`src/rtl/oq_pkg.sv`:
```
package oq_pkg;
  localparam int NCLS = 3;

  typedef enum logic [1:0] {
    CLS_POST = 2'd0,
    CLS_NONP = 2'd1,
    CLS_CMPL = 2'd2
  } oq_cls_e;
endpackage

```
`src/rtl/oq_class_fifo.sv`:
```
module oq_class_fifo #(
  parameter int DEPTH = 4,
  parameter int DW    = 8
) (
  input  logic          clk,
  input  logic          rst,
  input  logic          push,
  input  logic [DW-1:0] wdata,
  input  logic          pop,
  output logic [DW-1:0] head,
  output logic          empty,
  output logic          full
);
  localparam int AW = (DEPTH > 1) ? $clog2(DEPTH) : 1;
  localparam int CW = $clog2(DEPTH + 1);

  logic [DW-1:0] mem [DEPTH];
  logic [AW-1:0] wp, rp;
  logic [CW-1:0] cnt;
  logic          do_push, do_pop;

  function automatic logic [AW-1:0] step(input logic [AW-1:0] p);
    return (p == AW'(DEPTH - 1)) ? '0 : p + 1'b1;
  endfunction

  assign do_push = push && !full;
  assign do_pop  = pop && !empty;

  // storage has no reset so it can map onto RAM
  always_ff @(posedge clk) begin
    if (do_push) mem[wp] <= wdata;
  end

  always_ff @(posedge clk) begin
    if (rst) begin
      wp  <= '0;
      rp  <= '0;
      cnt <= '0;
    end else begin
      if (do_push) wp <= step(wp);
      if (do_pop)  rp <= step(rp);
      case ({do_push, do_pop})
        2'b10:   cnt <= cnt + 1'b1;
        2'b01:   cnt <= cnt - 1'b1;
        default: cnt <= cnt;
      endcase
    end
  end

  assign head  = mem[rp];
  assign empty = (cnt == '0);
  assign full  = (cnt == CW'(DEPTH));
endmodule

```
`src/rtl/oq_pick.sv`:
```
module oq_pick #(
  parameter int SEQ_W = 5
) (
  input  logic [oq_pkg::NCLS-1:0]            vld,
  input  logic [oq_pkg::NCLS-1:0]            rdy,
  input  logic [oq_pkg::NCLS-1:0][SEQ_W-1:0] seq,
  output logic [oq_pkg::NCLS-1:0]            grant
);
  import oq_pkg::*;

  localparam int P = int'(CLS_POST);
  localparam int N = int'(CLS_NONP);
  localparam int C = int'(CLS_CMPL);

  logic [NCLS-1:0] elig;
  logic [SEQ_W-1:0] best;
  logic             found;

  // a is older than b when the wrapped difference is negative
  function automatic logic older(input logic [SEQ_W-1:0] a, input logic [SEQ_W-1:0] b);
    logic [SEQ_W-1:0] d;
    d = a - b;
    return d[SEQ_W-1];
  endfunction

  // fixed scan order for the tie-break: posted, completion, non-posted
  function automatic int scan_idx(input int k);
    case (k)
      0:       return P;
      1:       return C;
      default: return N;
    endcase
  endfunction

  always_comb begin
    elig[P] = vld[P] && rdy[P];
    elig[N] = vld[N] && rdy[N] && !(vld[P] && older(seq[P], seq[N]));
    elig[C] = vld[C] && rdy[C] && !(vld[P] && older(seq[P], seq[C]));

    grant = '0;
    best  = '0;
    found = 1'b0;
    for (int k = 0; k < NCLS; k++) begin
      if (elig[scan_idx(k)] && (!found || older(seq[scan_idx(k)], best))) begin
        grant                = '0;
        grant[scan_idx(k)]   = 1'b1;
        best                 = seq[scan_idx(k)];
        found                = 1'b1;
      end
    end
  end
endmodule

```
`src/rtl/oq_out_reg.sv`:
```
module oq_out_reg #(
  parameter int TAG_W = 8
) (
  input  logic             clk,
  input  logic             rst,
  input  logic             fire,
  input  logic [1:0]       cls,
  input  logic [TAG_W-1:0] tag,
  output logic             out_valid,
  output logic [1:0]       out_class,
  output logic [TAG_W-1:0] out_tag
);
  always_ff @(posedge clk) begin
    if (rst) begin
      out_valid <= 1'b0;
      out_class <= '0;
      out_tag   <= '0;
    end else begin
      out_valid <= fire;
      if (fire) begin
        out_class <= cls;
        out_tag   <= tag;
      end
    end
  end
endmodule

```
`src/rtl/txn_order_queue.sv`:
```
module txn_order_queue #(
  parameter int TAG_W = 8,
  parameter int DEPTH = 4,
  parameter int SEQ_W = 5
) (
  input  logic             clk,
  input  logic             rst,
  input  logic             in_valid,
  input  logic [1:0]       in_class,
  input  logic [TAG_W-1:0] in_tag,
  output logic [2:0]       in_full,
  input  logic [2:0]       link_rdy,
  output logic             out_valid,
  output logic [1:0]       out_class,
  output logic [TAG_W-1:0] out_tag
);
  import oq_pkg::*;

  localparam int ENT_W = SEQ_W + TAG_W;

  logic [SEQ_W-1:0]                 seq_ctr;
  logic [NCLS-1:0]                  push_vec;
  logic [NCLS-1:0]                  head_vld;
  logic [NCLS-1:0]                  grant;
  logic [NCLS-1:0][SEQ_W-1:0]       head_seq;
  logic [NCLS-1:0][TAG_W-1:0]       head_tag;
  logic                             accept;
  logic [1:0]                       sel_cls;
  logic [TAG_W-1:0]                 sel_tag;

  for (genvar g = 0; g < NCLS; g++) begin : g_cls
    logic [ENT_W-1:0] head_ent;
    logic             empty;

    assign push_vec[g] = in_valid && (in_class == 2'(g)) && !in_full[g];

    oq_class_fifo #(.DEPTH(DEPTH), .DW(ENT_W)) u_fifo (
      .clk   (clk),
      .rst   (rst),
      .push  (push_vec[g]),
      .wdata ({seq_ctr, in_tag}),
      .pop   (grant[g]),
      .head  (head_ent),
      .empty (empty),
      .full  (in_full[g])
    );

    assign head_vld[g] = !empty;
    assign head_seq[g] = head_ent[ENT_W-1:TAG_W];
    assign head_tag[g] = head_ent[TAG_W-1:0];
  end

  assign accept = |push_vec;

  always_ff @(posedge clk) begin
    if (rst)         seq_ctr <= '0;
    else if (accept) seq_ctr <= seq_ctr + 1'b1;
  end

  oq_pick #(.SEQ_W(SEQ_W)) u_pick (
    .vld   (head_vld),
    .rdy   (link_rdy),
    .seq   (head_seq),
    .grant (grant)
  );

  always_comb begin
    sel_cls = '0;
    sel_tag = '0;
    for (int k = 0; k < NCLS; k++) begin
      if (grant[k]) begin
        sel_cls = 2'(k);
        sel_tag = head_tag[k];
      end
    end
  end

  oq_out_reg #(.TAG_W(TAG_W)) u_out (
    .clk       (clk),
    .rst       (rst),
    .fire      (|grant),
    .cls       (sel_cls),
    .tag       (sel_tag),
    .out_valid (out_valid),
    .out_class (out_class),
    .out_tag   (out_tag)
  );
endmodule

```
`config.mk`:
```
export PLATFORM = sky130hd
export DESIGN_NAME = txn_order_queue
export DESIGN_NICKNAME = d
export VERILOG_FILES = /design/src/rtl/oq_pkg.sv /design/src/rtl/oq_class_fifo.sv /design/src/rtl/oq_pick.sv /design/src/rtl/oq_out_reg.sv /design/src/rtl/txn_order_queue.sv
export SDC_FILE = /design/constraint.sdc
export NUM_CORES = 1
export LEC_CHECK = 0
export BUFFER_PORTS_ARGS = -buffer_cell sky130_fd_sc_hd__buf_2
export CORE_UTILIZATION = 45
export DETAILED_ROUTE_END_ITERATION = 10
export PLACE_DENSITY = 0.69
export SLEW_MARGIN = 20
export SYNTH_ARGS = -nofsm -noshare
export SYNTH_HDL_FRONTEND = slang
export SYNTH_SLANG_ARGS = --single-unit
```
`constraint.sdc`:
```
create_clock -name clk -period 7.8 [get_ports clk]
set_input_delay 1.17 -clock clk [delete_from_list [all_inputs] [get_ports clk]]
set_output_delay 1.17 -clock clk [all_outputs]
set_load 0.02 [all_outputs]
```
==> out/metrics.yaml <==
cts_root_buf: "clkbuf_16"
hold_viol_final: 0
clockBufferDepth: 2
ys_warn_count: 0
holdBufCountCts: 0
drt-wirelength-per-cell_um: 19.8
htree_levels: 4
clk_pin_slew_worst_paths_ps: 70
drt-initial-drc-count: 414
synth_common_cells: "edfxtp_1 (156), dfxtp_1 (43), nor2_1 (43), mux4_2 (39), ha_1 (31)"
dp_hpwl_um: 11100
clk_latency_ps: 430
yosysMostFrequentCell: "edfxtp_1"
cts_resized: 0
cp-start-kind: "flop"
yosysSeqAreaShare_pct: 66.1
die_w_um: 139
die_area_um2: 19200
ant_nets: 0
post_cts_buffers: 0
p_leak_nw: 3.28
fin_crit_ps: 6760
grt_max_degree: 38
cp_slowest_cell: "dfxtp_1"
finalSetupViolCount: 0
slowest_delay_ps: 680
syn_avg_cell_area_um2: 15.9
cp.required_ps: 8150
cts_buffers: 17
yosysTopAreaCell: "edfxtp_1"
rows: 49
syn_area_um2: 8390
outcome: "completed"
grt_use_total_pct: 17.6
drv_slew: 0
arrival_ps: 7110
nNetsFinal: 611
fin_skew_ps: 11.1
io_buffers: 29
gp_congestion: 0.859
final.setup.tns_ps: 0
drc: 0
wirelength_um: 15900
async_flop_share_pct: 0
hp-class: "flop to flop"
place_area_um2: 8770
synth_seq_cells: 199
critPathKind: "flop to flop"
worstMarginPinSlew_ps: 1010
irDropWorstVdd_v: 0.000179
vias: 4500
multi_input_area_um2: 2670
maxSlewHeadroom_pct: 31.8
cts_sinks: 199
synth_edf_count: 156
core_area_um2: 18100
syn_nets: 578
drive_gt1_share_pct: 21.4
register_area_um2: 5550
power.density_nw_per_um2: 323
grt_pass1_vias: 4613
cp.buffers_inverters: 2
grt_pass1_wl_um: 24900
firstDrtPassIters: 5
fmax_ghz: 0.148
synth_area_leaders: "edfxtp_1 (56%), mux4_2 (10%), dfxtp_1 (10%)"
cp-end-kind: "flop"
dieHeight_um: 139
ioPinCount: 30
crit_fanout: 17
drv_cap: 0
antenna_found_initial: 0
grt.overflow.total: 0
n_antenna_cell: 0
cts_tree: "yes"
viasPerCell: 5.60
post-route-period-util_pct: 86.7
syn_to_final_growth_pct: 11.5
synth_top_area_share_pct: 55.8
rsz0062_at_grt: "no"
final_area_um2: 9360
synth_cell_types: 47
initial_utilization_pct: 46.3
cp_top_family: "compound AO/OA/AOI/OAI gates"
nFillCells: 1474
synth_ff_type: "edfxtp_1"
syn_inst: 528
==> cells in the final DEF (no fill, tap or decap), types with 8 or more instances in the layout <==
cell,n
inv_1,24
and2_1,12
a21oi_1,30
ha_1,31
nand2_1,15
dfxtp_1,43
xor2_1,11
buf_2,29
nor2_1,43
nor2b_1,8
clkbuf_16,17
mux4_2,39
and3_1,12
mux2i_1,10
edfxtp_1,156
==> through the flow <==
step / total power, mW / hold slack (ps) / std cells / utilization [%] / setup slack (ps)
2_1_floorplan: 1.97 / 463 / 528 / - / 1280
6_report: 3.02 / 466 / 803 / 51.6 / 1040
4_1_cts: 3.04 / 469 / 803 / 51.6 / 1020
3_3_place_gp: 2.15 / 447 / 771 / 48.3 / 1060
3_5_place_dp: 2.19 / 460 / 771 / 48.3 / 778
5_1_grt: 3.17 / 529 / 803 / 51.6 / 639
==> path summary, 6_finish.rpt <==
path,startpoint,end,slack (ps),cells after the start
hold reg to reg,u_out.out_class[0]$_SDFFE_PP0P_,u_out.out_class[0]$_SDFFE_PP0P_,470,2
setup reg to reg,flop,g_cls[0].u_fifo.cnt[2]$_SDFFE_PP0P_,1040,25
hold / removal,u_out.out_class[0]$_SDFFE_PP0P_,u_out.out_class[0]$_SDFFE_PP0P_,470,2
setup / recovery,flop,g_cls[0].u_fifo.cnt[2]$_SDFFE_PP0P_,1040,25
==> cells by family (layout without fill, tap and decap cells) <==
logic type      after synthesis  count (layout)  share of synthesized area, %
mux                          49              49                          11.7
compound gates               65              65                          5.41
simple gates                119             119                          7.41
flops                       199             199                          66.1
xor+xnor                     17              17                          1.95
fa+ha+maj                    34              34                          5.34
buf+inv                      45              91                          2.18
==> area by class of cell <==
| type | count | share of cell area, % |
|---|---|---|
| Clock buffer | 17 | 4.54 |
| Clock inverter | 15 | 1.70 |
| Inverter | 26 | 1.04 |
| Multi-Input combinational cell | 284 | 28.5 |
| Sequential cell | 199 | 59.2 |
| Tap cell | 229 | 3.06 |
| Timing Repair Buffer | 33 | 1.87 |
==> report_power, final <==
group | internal [mW] | switching [mW]
Clock | 0.454 | 0.402
Combinational | 0.382 | 0.526
Sequential | 1.20 | 0.0530
==> registers in the layout (all words and copies together), names as in the netlist, named ones only <==
register          flops
g_cls.u_fifo.mem    156
g_cls.u_fifo.cnt      9
u_out.out_tag         8
g_cls.u_fifo.rp       6
g_cls.u_fifo.wp       6
seq_ctr               5
u_out.out_class       2
u_out.out_valid       1
==> metal layers <==
layer,part of all wire (%),wire (µm),track usage (%),up-vias
met2,52,8190,29.9,111
met3,4.4,704,4.28,16
met5,0,0,0,-
met1,42,6690,21.8,2303
met4,1.9,305,6.92,0
li1,-,-,-,2070
==> worst register-to-register path: cells and delay by family, from the launching register on <==
family,cells,cell delay (ps)
muxes,2,770
DFF,1,680
AOI/OAI and AO/OA,11,2360
xor gates and xnor gates,2,620
buffers and inverters,2,350
and+or+nand+nor,4,730
adders and majority gates,4,1200
(Power assumes the default switching activity.)
